`src/rtl/ship_discharge_pkg.sv`:
```
// Package: types shared by the timed discharge control bit.
// Assumes: one host command at most per clock cycle.
package ship_discharge_pkg;

    typedef enum logic [1:0] {
        CMD_NONE  = 2'b00,
        CMD_START = 2'b01,
        CMD_ABORT = 2'b10
    } host_cmd_e;

endpackage

```
`src/rtl/ship_discharge_cmd.sv`:
```
// Module: turns the host write strobe and data bit into a command.
// Assumes: the strobe lasts one cycle for each host write.
module ship_discharge_cmd
    import ship_discharge_pkg::*;
(
    input  logic      wr_i,
    input  logic      wdata_i,
    output host_cmd_e cmd_o
);

    // Decode the write into start, abort or nothing.
    always_comb begin
        if (!wr_i)        cmd_o = CMD_NONE;
        else if (wdata_i) cmd_o = CMD_START;
        else              cmd_o = CMD_ABORT;
    end

endmodule

```
`src/rtl/ship_discharge_timer.sv`:
```
// Module: counts time-base ticks during a discharge and flags the final tick.
// Assumes: clear_i has priority over counting; PERIOD_TICKS >= 2.
module ship_discharge_timer #(
    parameter int unsigned PERIOD_TICKS = 140
) (
    input  logic clk,
    input  logic rst_n,
    input  logic clear_i,
    input  logic run_i,
    output logic done_o
);

    localparam int unsigned CW = (PERIOD_TICKS > 1) ? $clog2(PERIOD_TICKS) : 1;
    localparam logic [CW-1:0] LAST = CW'(PERIOD_TICKS - 1);

    logic [CW-1:0] cnt_q;

    // Flag the tick that completes the period.
    assign done_o = run_i && (cnt_q == LAST);

    // Count ticks while running; wrap to zero on expiry or clear.
    always_ff @(posedge clk) begin
        if (!rst_n)       cnt_q <= '0;
        else if (clear_i) cnt_q <= '0;
        else if (done_o)  cnt_q <= '0;
        else if (run_i)   cnt_q <= cnt_q + 1'b1;
    end

    a_r2_no_overflow: assert property (@(posedge clk) disable iff (!rst_n)
        cnt_q <= LAST);

    a_r1_clear_restarts: assert property (@(posedge clk) disable iff (!rst_n)
        clear_i |=> (cnt_q == '0));

    a_r7_hold_when_idle: assert property (@(posedge clk) disable iff (!rst_n)
        (!clear_i && !run_i) |=> $stable(cnt_q));

endmodule

```
`src/rtl/ship_discharge_state.sv`:
```
// Module: holds the live control bit; a host command wins over expiry.
// Assumes: done_i can be high only while the bit is set.
module ship_discharge_state
    import ship_discharge_pkg::*;
(
    input  logic      clk,
    input  logic      rst_n,
    input  host_cmd_e cmd_i,
    input  logic      done_i,
    output logic      active_o
);

    // Update the bit from the host command, else from expiry.
    always_ff @(posedge clk) begin
        if (!rst_n)                  active_o <= 1'b0;
        else if (cmd_i == CMD_START) active_o <= 1'b1;
        else if (cmd_i == CMD_ABORT) active_o <= 1'b0;
        else if (done_i)             active_o <= 1'b0;
    end

    a_r1_start_sets: assert property (@(posedge clk) disable iff (!rst_n)
        (cmd_i == CMD_START) |=> active_o);

    a_r3_abort_clears: assert property (@(posedge clk) disable iff (!rst_n)
        (cmd_i == CMD_ABORT) |=> !active_o);

    a_r2_expiry_clears: assert property (@(posedge clk) disable iff (!rst_n)
        (done_i && cmd_i == CMD_NONE) |=> !active_o);

    a_r7_idle_stays_idle: assert property (@(posedge clk) disable iff (!rst_n)
        (!active_o && cmd_i != CMD_START) |=> !active_o);

    a_r2_done_only_active: assert property (@(posedge clk) disable iff (!rst_n)
        done_i |-> active_o);

endmodule

```
`src/rtl/ship_discharge_bit.sv`:
```
// Module: top of the self-clearing timed discharge control bit.
// Assumes: tick_i is a single-cycle pulse; one period = PERIOD_TICKS ticks.
module ship_discharge_bit
    import ship_discharge_pkg::*;
#(
    parameter int unsigned PERIOD_TICKS = 140
) (
    input  logic clk,
    input  logic rst_n,
    input  logic tick_i,
    input  logic host_wr_i,
    input  logic host_wdata_i,
    output logic dchg_en_o,
    output logic bit_rd_o
);

    host_cmd_e cmd;
    logic      active;
    logic      done;
    logic      run;

    ship_discharge_cmd u_cmd (
        .wr_i    (host_wr_i),
        .wdata_i (host_wdata_i),
        .cmd_o   (cmd)
    );

    // Ticks advance the count only while a discharge is running.
    assign run = active && tick_i;

    ship_discharge_timer #(.PERIOD_TICKS(PERIOD_TICKS)) u_timer (
        .clk     (clk),
        .rst_n   (rst_n),
        .clear_i (cmd != CMD_NONE),
        .run_i   (run),
        .done_o  (done)
    );

    ship_discharge_state u_state (
        .clk      (clk),
        .rst_n    (rst_n),
        .cmd_i    (cmd),
        .done_i   (done),
        .active_o (active)
    );

    // Drive the sink enable and the readback from the same live bit.
    assign dchg_en_o = active;
    assign bit_rd_o  = active;

endmodule

```
`config.mk`:
```
export PLATFORM = sky130hd
export DESIGN_NAME = ship_discharge_bit
export DESIGN_NICKNAME = d
export VERILOG_FILES = /design/src/rtl/ship_discharge_pkg.sv /design/src/rtl/ship_discharge_cmd.sv /design/src/rtl/ship_discharge_timer.sv /design/src/rtl/ship_discharge_state.sv /design/src/rtl/ship_discharge_bit.sv
export SDC_FILE = /design/constraint.sdc
export NUM_CORES = 1
export LEC_CHECK = 0
export CAP_MARGIN = 20
export CORE_AREA = 4 4 41 43
export CTS_CLUSTER_SIZE = 28
export DETAILED_ROUTE_END_ITERATION = 8
export DIE_AREA = 0 0 45 47
export PLACE_DENSITY = 0.55
export SKIP_CTS_REPAIR_TIMING = 1
export SKIP_LAST_GASP = 1
export SLEW_MARGIN = 20
export SYNTH_ARGS = -nofsm -noshare
export SYNTH_HDL_FRONTEND = slang
export SYNTH_SLANG_ARGS = --single-unit
```
`constraint.sdc`:
```
create_clock -name clk -period 3.6 [get_ports clk]
set_input_delay 0.72 -clock clk [delete_from_list [all_inputs] [get_ports clk]]
set_output_delay 0.72 -clock clk [all_outputs]
set_load 0.02 [all_outputs]
```
==> flow_summary_export.csv, run 1 <==
group,metric,value,unit
setup_path,slowest_stage,"clkdlybuf4s50_1",
synth,avgSynthCellArea,8.963,sq um
clock_tree,clockRootBuffer,"clkbuf_4",
finish,syn2layout_area_growth,19.80,%
sta,grt_setup_unrepaired,"false",
finish,finalNonFillerCells,79,
floorplanning,die_h,47,microns
routing,dr.max_layer_used,"met4",
setup_path,crit_path_start_kind,"flip-flop",
global_routing,grt_pass1_vias,444,
run_status,status,"completed",
global_routing,antenna_found_initial,0,
routing,drc,0,
clock_tree,htree_levels,1,
sta,setup_tns,0,ns
routing,drtIter0Drc,6,
routing,met2WireLength,435,microns
routing,wl_met3,61,microns
finish,postLayoutCellArea,590.6,sq um
global_routing,grt_max_degree,11,
synth,synth_top_area_frac,0.3655,
finish,seq_area,180.2,sq um
setup_path,crit_start,"u_state.active_o",
floorplanning,chipWidth,45,microns
setup_path,reg2reg_slack,2.14,ns
synth,syn_nets,62,
setup_path,crit_path_max_incr_delay,0.66,ns
finish,drive_gt1_frac,0.1563,
synth,synth_cell_types,28,
routing,wl_met1,455,microns
synth,post-synth-top-count-cell,"dfxtp_1",
finish,diodes,0,
routing,routed_wl,970,microns
setup_path,crit_type,"reg -> out",
global_routing,grt_pass1_wl,1787,microns
place,dp.cells,75,
floorplanning,start_util,0.3788,
sta,tightest_slew,0.5866,ns
clock_tree,cts_buffers,3,
synth,synth_seq_cells,9,
power,vdd_ir_drop_max,0.0001627,V
min_path,hp-class,"reg -> reg",
clock_tree,clkTransAtPathRegs,0.06,ns
synth,synth_seq_area_share,0.3655,
routing,routed_via_density,5.810,
floorplanning,dieArea,2115,sq um
power,leakage,0.1906,nW
finish,fillers,140,
place,port_buffers,6,
synth,yosysWarnings,0,
place,hpwl,735.2,microns
clock_tree,clock_path_buffers,2,
sta,setup_violations,0,
global_routing,grt-ovfl-total,0,
clock_tree,clock_latency,0.26,ns
setup_path,critical_path.top_delay_family,"buffers and inverters",
sta,final_max_slew_viol_count,0,
sta,finClkSkew,0.001627,ns
routing,wl_per_cell,12.28,microns
sta,max_freq,0.4748,GHz
routing,vias,459,
synth,synth_edf_count,0,
clock_tree,cts_sinks,9,
power,p_per_area,346.7,nW/um^2
synth,synth_area_leaders,"dfxtp_1 (37%), ha_1 (5.1%), nand2_1 (4.6%)",
synth,postSynthCellCount,55,
power,power,204.7,uW
synth,yosysTopAreaCell,"dfxtp_1",
finish,multi_input_area,305.3,sq um
synth,synthArstFlopShare,0,
clock_tree,cts_tree,"done",
floorplanning,ioPinCount,7,
run,drv_cap,0,
global_routing,track_usage,0.1196,
setup_path,cp_num_buf_inv,1,
finish,layout.nets,72,
place,placed_cell_area,564.3,sq um
floorplanning,rows,13,
routing,ant_nets,0,
setup_path,r2r_start,"u_timer.cnt_q[0]",
sta,period_share,0.5851,
setup_path,required,2.88,ns
setup_path,worstSetupEndpointType,"output pin",
sta,layout_min_cycle_time,2.106,ns
sta,final-hold-violation-count,0,
synth,synth_flop_cell,"dfxtp_1",
synth,syn-cell-area,493.0,sq um
setup_path,worstPathMaxFanout,7,
floorplanning,coreArea,1301,sq um
setup_path,critical_path_arrival,1.39,ns
place,gp_congestion,0.7541,
min_path,min_from,"u_timer.cnt_q[7]",
routing,dr.pass1.iters,6,
synth,netlist_top_cells_count,"dfxtp_1 (9), nand2_1 (6), a21oi_1 (4), nand3_1 (4), o21ai_0 (4)",
sta,slew_headroom,0.6034,
setup_path,crit_path_cell_trace,"clkdlybuf4s50_1",
[path summary, 6_finish.rpt]
path,to,depth (start not counted)
max reg2reg,u_timer.cnt_q[6],4
max,bit_rd_o,1
min reg2reg,u_timer.cnt_q[7],2
min,u_timer.cnt_q[7],2
[metrics by stage]
step                  util  hold WS [ns]  worst slack [ns]
detailed placement  0.4337        0.4968             1.311
global placement    0.4337        0.4923             1.335
global route        0.4538        0.5421             1.413
finish              0.4538        0.5040             1.494
CTS                 0.4538        0.5053             1.475
floorplan                -        0.4653             1.981
[registers in the layout (all words and copies together) (netlist names)]
signal and cells:
u_state.active_o 1, u_timer.cnt_q 8
[layout by cell type (no fill, tap or decap)]
cell type        netlist  layout
a211o_1                1       1
a211oi_2               1       1
a21boi_0               1       1
a21o_1                 1       1
a21oi_1                4       4
a31oi_1                1       1
and2_1                 1       1
and3_1                 1       1
and3b_2                1       1
clkbuf_1               0       1
clkbuf_4               0       3
clkdlybuf4s50_1        0       6
dfxtp_1                9       9
ha_1                   2       2
nand2_1                6       6
nand2b_1               1       1
nand3_1                4       4
nand3_4                1       1
nand4_1                3       3
nor2_1                 1       1
nor2b_1                1       1
nor4b_1                1       1
o21ai_0                4       4
o21ai_1                1       1
o221a_2                1       1
o31ai_1                2       2
or3_1                  1       1
or3_2                  2       2
or4_1                  1       1
or4_4                  1       1
[kinds of logic (layout without fill, tap and decap cells)]
family,Yosys count,count (layout),synth area share
fa+ha+maj,2,2,0.05075
buf+inv,1,10,0.01523
flops,9,9,0.3655
compound gates,17,17,0.2310
simple gates,26,26,0.3376
[where the power goes]
group          total, mW  leakage [nW]  switching, mW  internal (mW)
clock             0.0798        0.0150         0.0369         0.0428
sequential         0.104        0.0727        0.00283          0.101
combinational     0.0211         0.103         0.0104         0.0107
total              0.205         0.191         0.0502          0.155
[cell type report]
cell class | count | share of cell area
clock buffers | 4 | 0.04449
multi-input cells | 45 | 0.5169
flip-flops and latches | 9 | 0.3051
well taps | 15 | 0.03178
repair buffers | 6 | 0.1017
[per-layer routing]
layer  vias up  global-route usage
met1       212              0.1396
li1        232                   -
met3         2             0.04598
met2        13              0.1864
met5         -                   0
met4         0             0.07018
(Power assumes the default switching activity.)
==> run 2: changes to the inputs <==
==> constraint.sdc (replaced) <==
create_clock -name clk -period 2.1 [get_ports clk]
set_input_delay 0.42 -clock clk [delete_from_list [all_inputs] [get_ports clk]]
set_output_delay 0.42 -clock clk [all_outputs]
set_load 0.02 [all_outputs]
==> run 2 against run 1 <==
Net effect: clock power increased by 75%; clock skew about the same; register-to-register slack got worse by 1.5 ns; combinational power increased by 88%; routed wire length increased by 3.9%; power increased by 75%; global-route usage increased by 0.71 points; first-iteration DRC count unchanged; critical path depth unchanged; core utilization increased by 1.2 points.
==> flow_summary_export.csv, run 2 (synthesized netlist as in run 1, its figures left out) <==
group,metric,value,unit
setup_path,required,1.68,ns
routing,dr.max_layer_used,"met4",
power,p_per_area,590.8,nW/um^2
place,hpwl,792.7,microns
place,placed_cell_area,579.3,sq um
sta,hold_slack,0.5043,ns
global_routing,antenna_found_initial,0,
clock_tree,cts_buffers,3,
floorplanning,die_h,47,microns
run,drv_cap,0,
finish,layout.nets,74,
finish,drive_gt1_frac,0.1818,
sta,setup_tns,0,ns
place,gp_congestion,0.7771,
min_path,min_to,"u_timer.cnt_q[5]",
finish,postLayoutCellArea,605.6,sq um
routing,routed_wl,1008,microns
power,vdd_ir_drop_max,0.0003563,V
routing,vias,436,
sta,final-hold-violation-count,0,
setup_path,r2r-end,"u_timer.cnt_q[7]",
finish,diodes,0,
finish,max_flop_register,"u_timer.cnt_q",
setup_path,crit_path_cell_trace,"clkdlybuf4s50_1",
routing,drtIter0Drc,6,
min_path,whs_path_depth,2,
power,leakage,0.1999,nW
setup_path,critical_path_arrival,1.40,ns
clock_tree,cts_tree,"done",
sta,fin_ws,0.2838,ns
finish,seq_area,180.2,sq um
floorplanning,chipWidth,45,microns
setup_path,reg2reg_slack,0.64,ns
setup_path,r2r_start,"u_state.active_o",
sta,slew_headroom,0.6306,
finish,layout_common_cells,"dfxtp_1 (9), nand2_1 (6), clkdlybuf4s50_1 (6)",
global_routing,track_usage,0.1267,
sta,setup_violations,0,
finish,syn2layout_area_growth,22.84,%
finish,fillers,139,
routing,ant_nets,0,
global_routing,grt_pass1_wl,1918,microns
setup_path,worstSetupPathDepth,1,
min_path,hp-class,"reg -> reg",
setup_path,crit_path_start_kind,"flip-flop",
routing,met2WireLength,483,microns
finish,reg_top3,"u_timer.cnt_q (8), u_state.active_o (1)",
sta,layout_min_cycle_time,1.816,ns
run_status,status,"completed",
clock_tree,clock_latency,0.26,ns
clock_tree,clock_path_buffers,2,
clock_tree,htree_levels,1,
routing,wl_per_cell,12.44,microns
clock_tree,cts_sinks,9,
setup_path,rr_worst_depth,3,
routing,dr.pass1.iters,4,
finish,multi_input_area,305.3,sq um
floorplanning,ioPinCount,7,
global_routing,grt_max_degree,11,
setup_path,worstSetupEndpointType,"output pin",
setup_path,cp_num_buf_inv,1,
sta,final_max_slew_viol_count,0,
routing,wl_met3,42,microns
sta,period_share,0.8649,
clock_tree,clkTransAtPathRegs,0.07,ns
sta,finClkSkew,0.001202,ns
clock_tree,clockRootBuffer,"clkbuf_4",
routing,drc,0,
setup_path,worstPathMaxFanout,7,
setup_path,slowest_stage,"clkdlybuf4s50_1",
min_path,min_from,"u_timer.cnt_q[5]",
sta,max_freq,0.5506,GHz
floorplanning,start_util,0.3788,
setup_path,critical_path.top_delay_family,"buffers and inverters",
sta,grt_setup_unrepaired,"false",
power,power,357.8,uW
setup_path,crit_path_max_incr_delay,0.66,ns
place,pre_cts_slack,0.1821,ns
finish,largest_register_ffs,8,
routing,wl_met1,470,microns
setup_path,crit_type,"reg -> out",
floorplanning,rows,13,
floorplanning,coreArea,1301,sq um
global_routing,grt_pass1_vias,425,
sta,tightest_slew,0.5463,ns
routing,routed_via_density,5.383,
global_routing,grt-ovfl-total,0,
floorplanning,dieArea,2115,sq um
finish,layout_commonest_cell,"dfxtp_1",
place,port_buffers,6,
==> run 2: changes by cell type in the layout (fill, tap and decap cells not counted), sizes merged <==
cell / change
buf: +2
==> run 2: where the power goes <==
group	leakage (nW)	internal, mW	switching [mW]
Clock	0.0150	0.0735	0.0667
Sequential	0.0727	0.173	0.00488
Combinational	0.112	0.0211	0.0185
==> run 2: final cells by class <==
class / instances / share of cell area
flip-flops and latches: 9 / 0.2975
clock buffers: 4 / 0.04339
well taps: 15 / 0.03099
repair buffers: 8 / 0.1240
multi-input cells: 45 / 0.5041
==> run 2: how the worst max path moves through the flow <==
stage | from | endpoint | slack [ns]
detailed placement | tick_i | u_timer.cnt_q[7] | 0.18
floorplan | u_state.active_o | u_timer.cnt_q[7] | 0.61
finish | u_state.active_o | bit_rd_o | 0.28
CTS | u_state.active_o | bit_rd_o | 0.26
global route | u_state.active_o | dchg_en_o | 0.21
global placement | tick_i | u_timer.cnt_q[7] | 0.21
==> run 2: layer usage <==
layer | vias up | track usage
met5 | - | 0
met4 | 0 | 0.05263
met3 | 2 | 0.05747
met2 | 6 | 0.2090
met1 | 191 | 0.1419
li1 | 237 | -
==> run 2: stage by stage <==
| stage | utilization | std cells |
|---|---|---|
| after global routing | 0.4654 | 81 |
| final | 0.4654 | 81 |
| after floorplan | - | 55 |
| after global placement | 0.4452 | 77 |
| after detailed placement | 0.4452 | 77 |
| after CTS | 0.4654 | 81 |
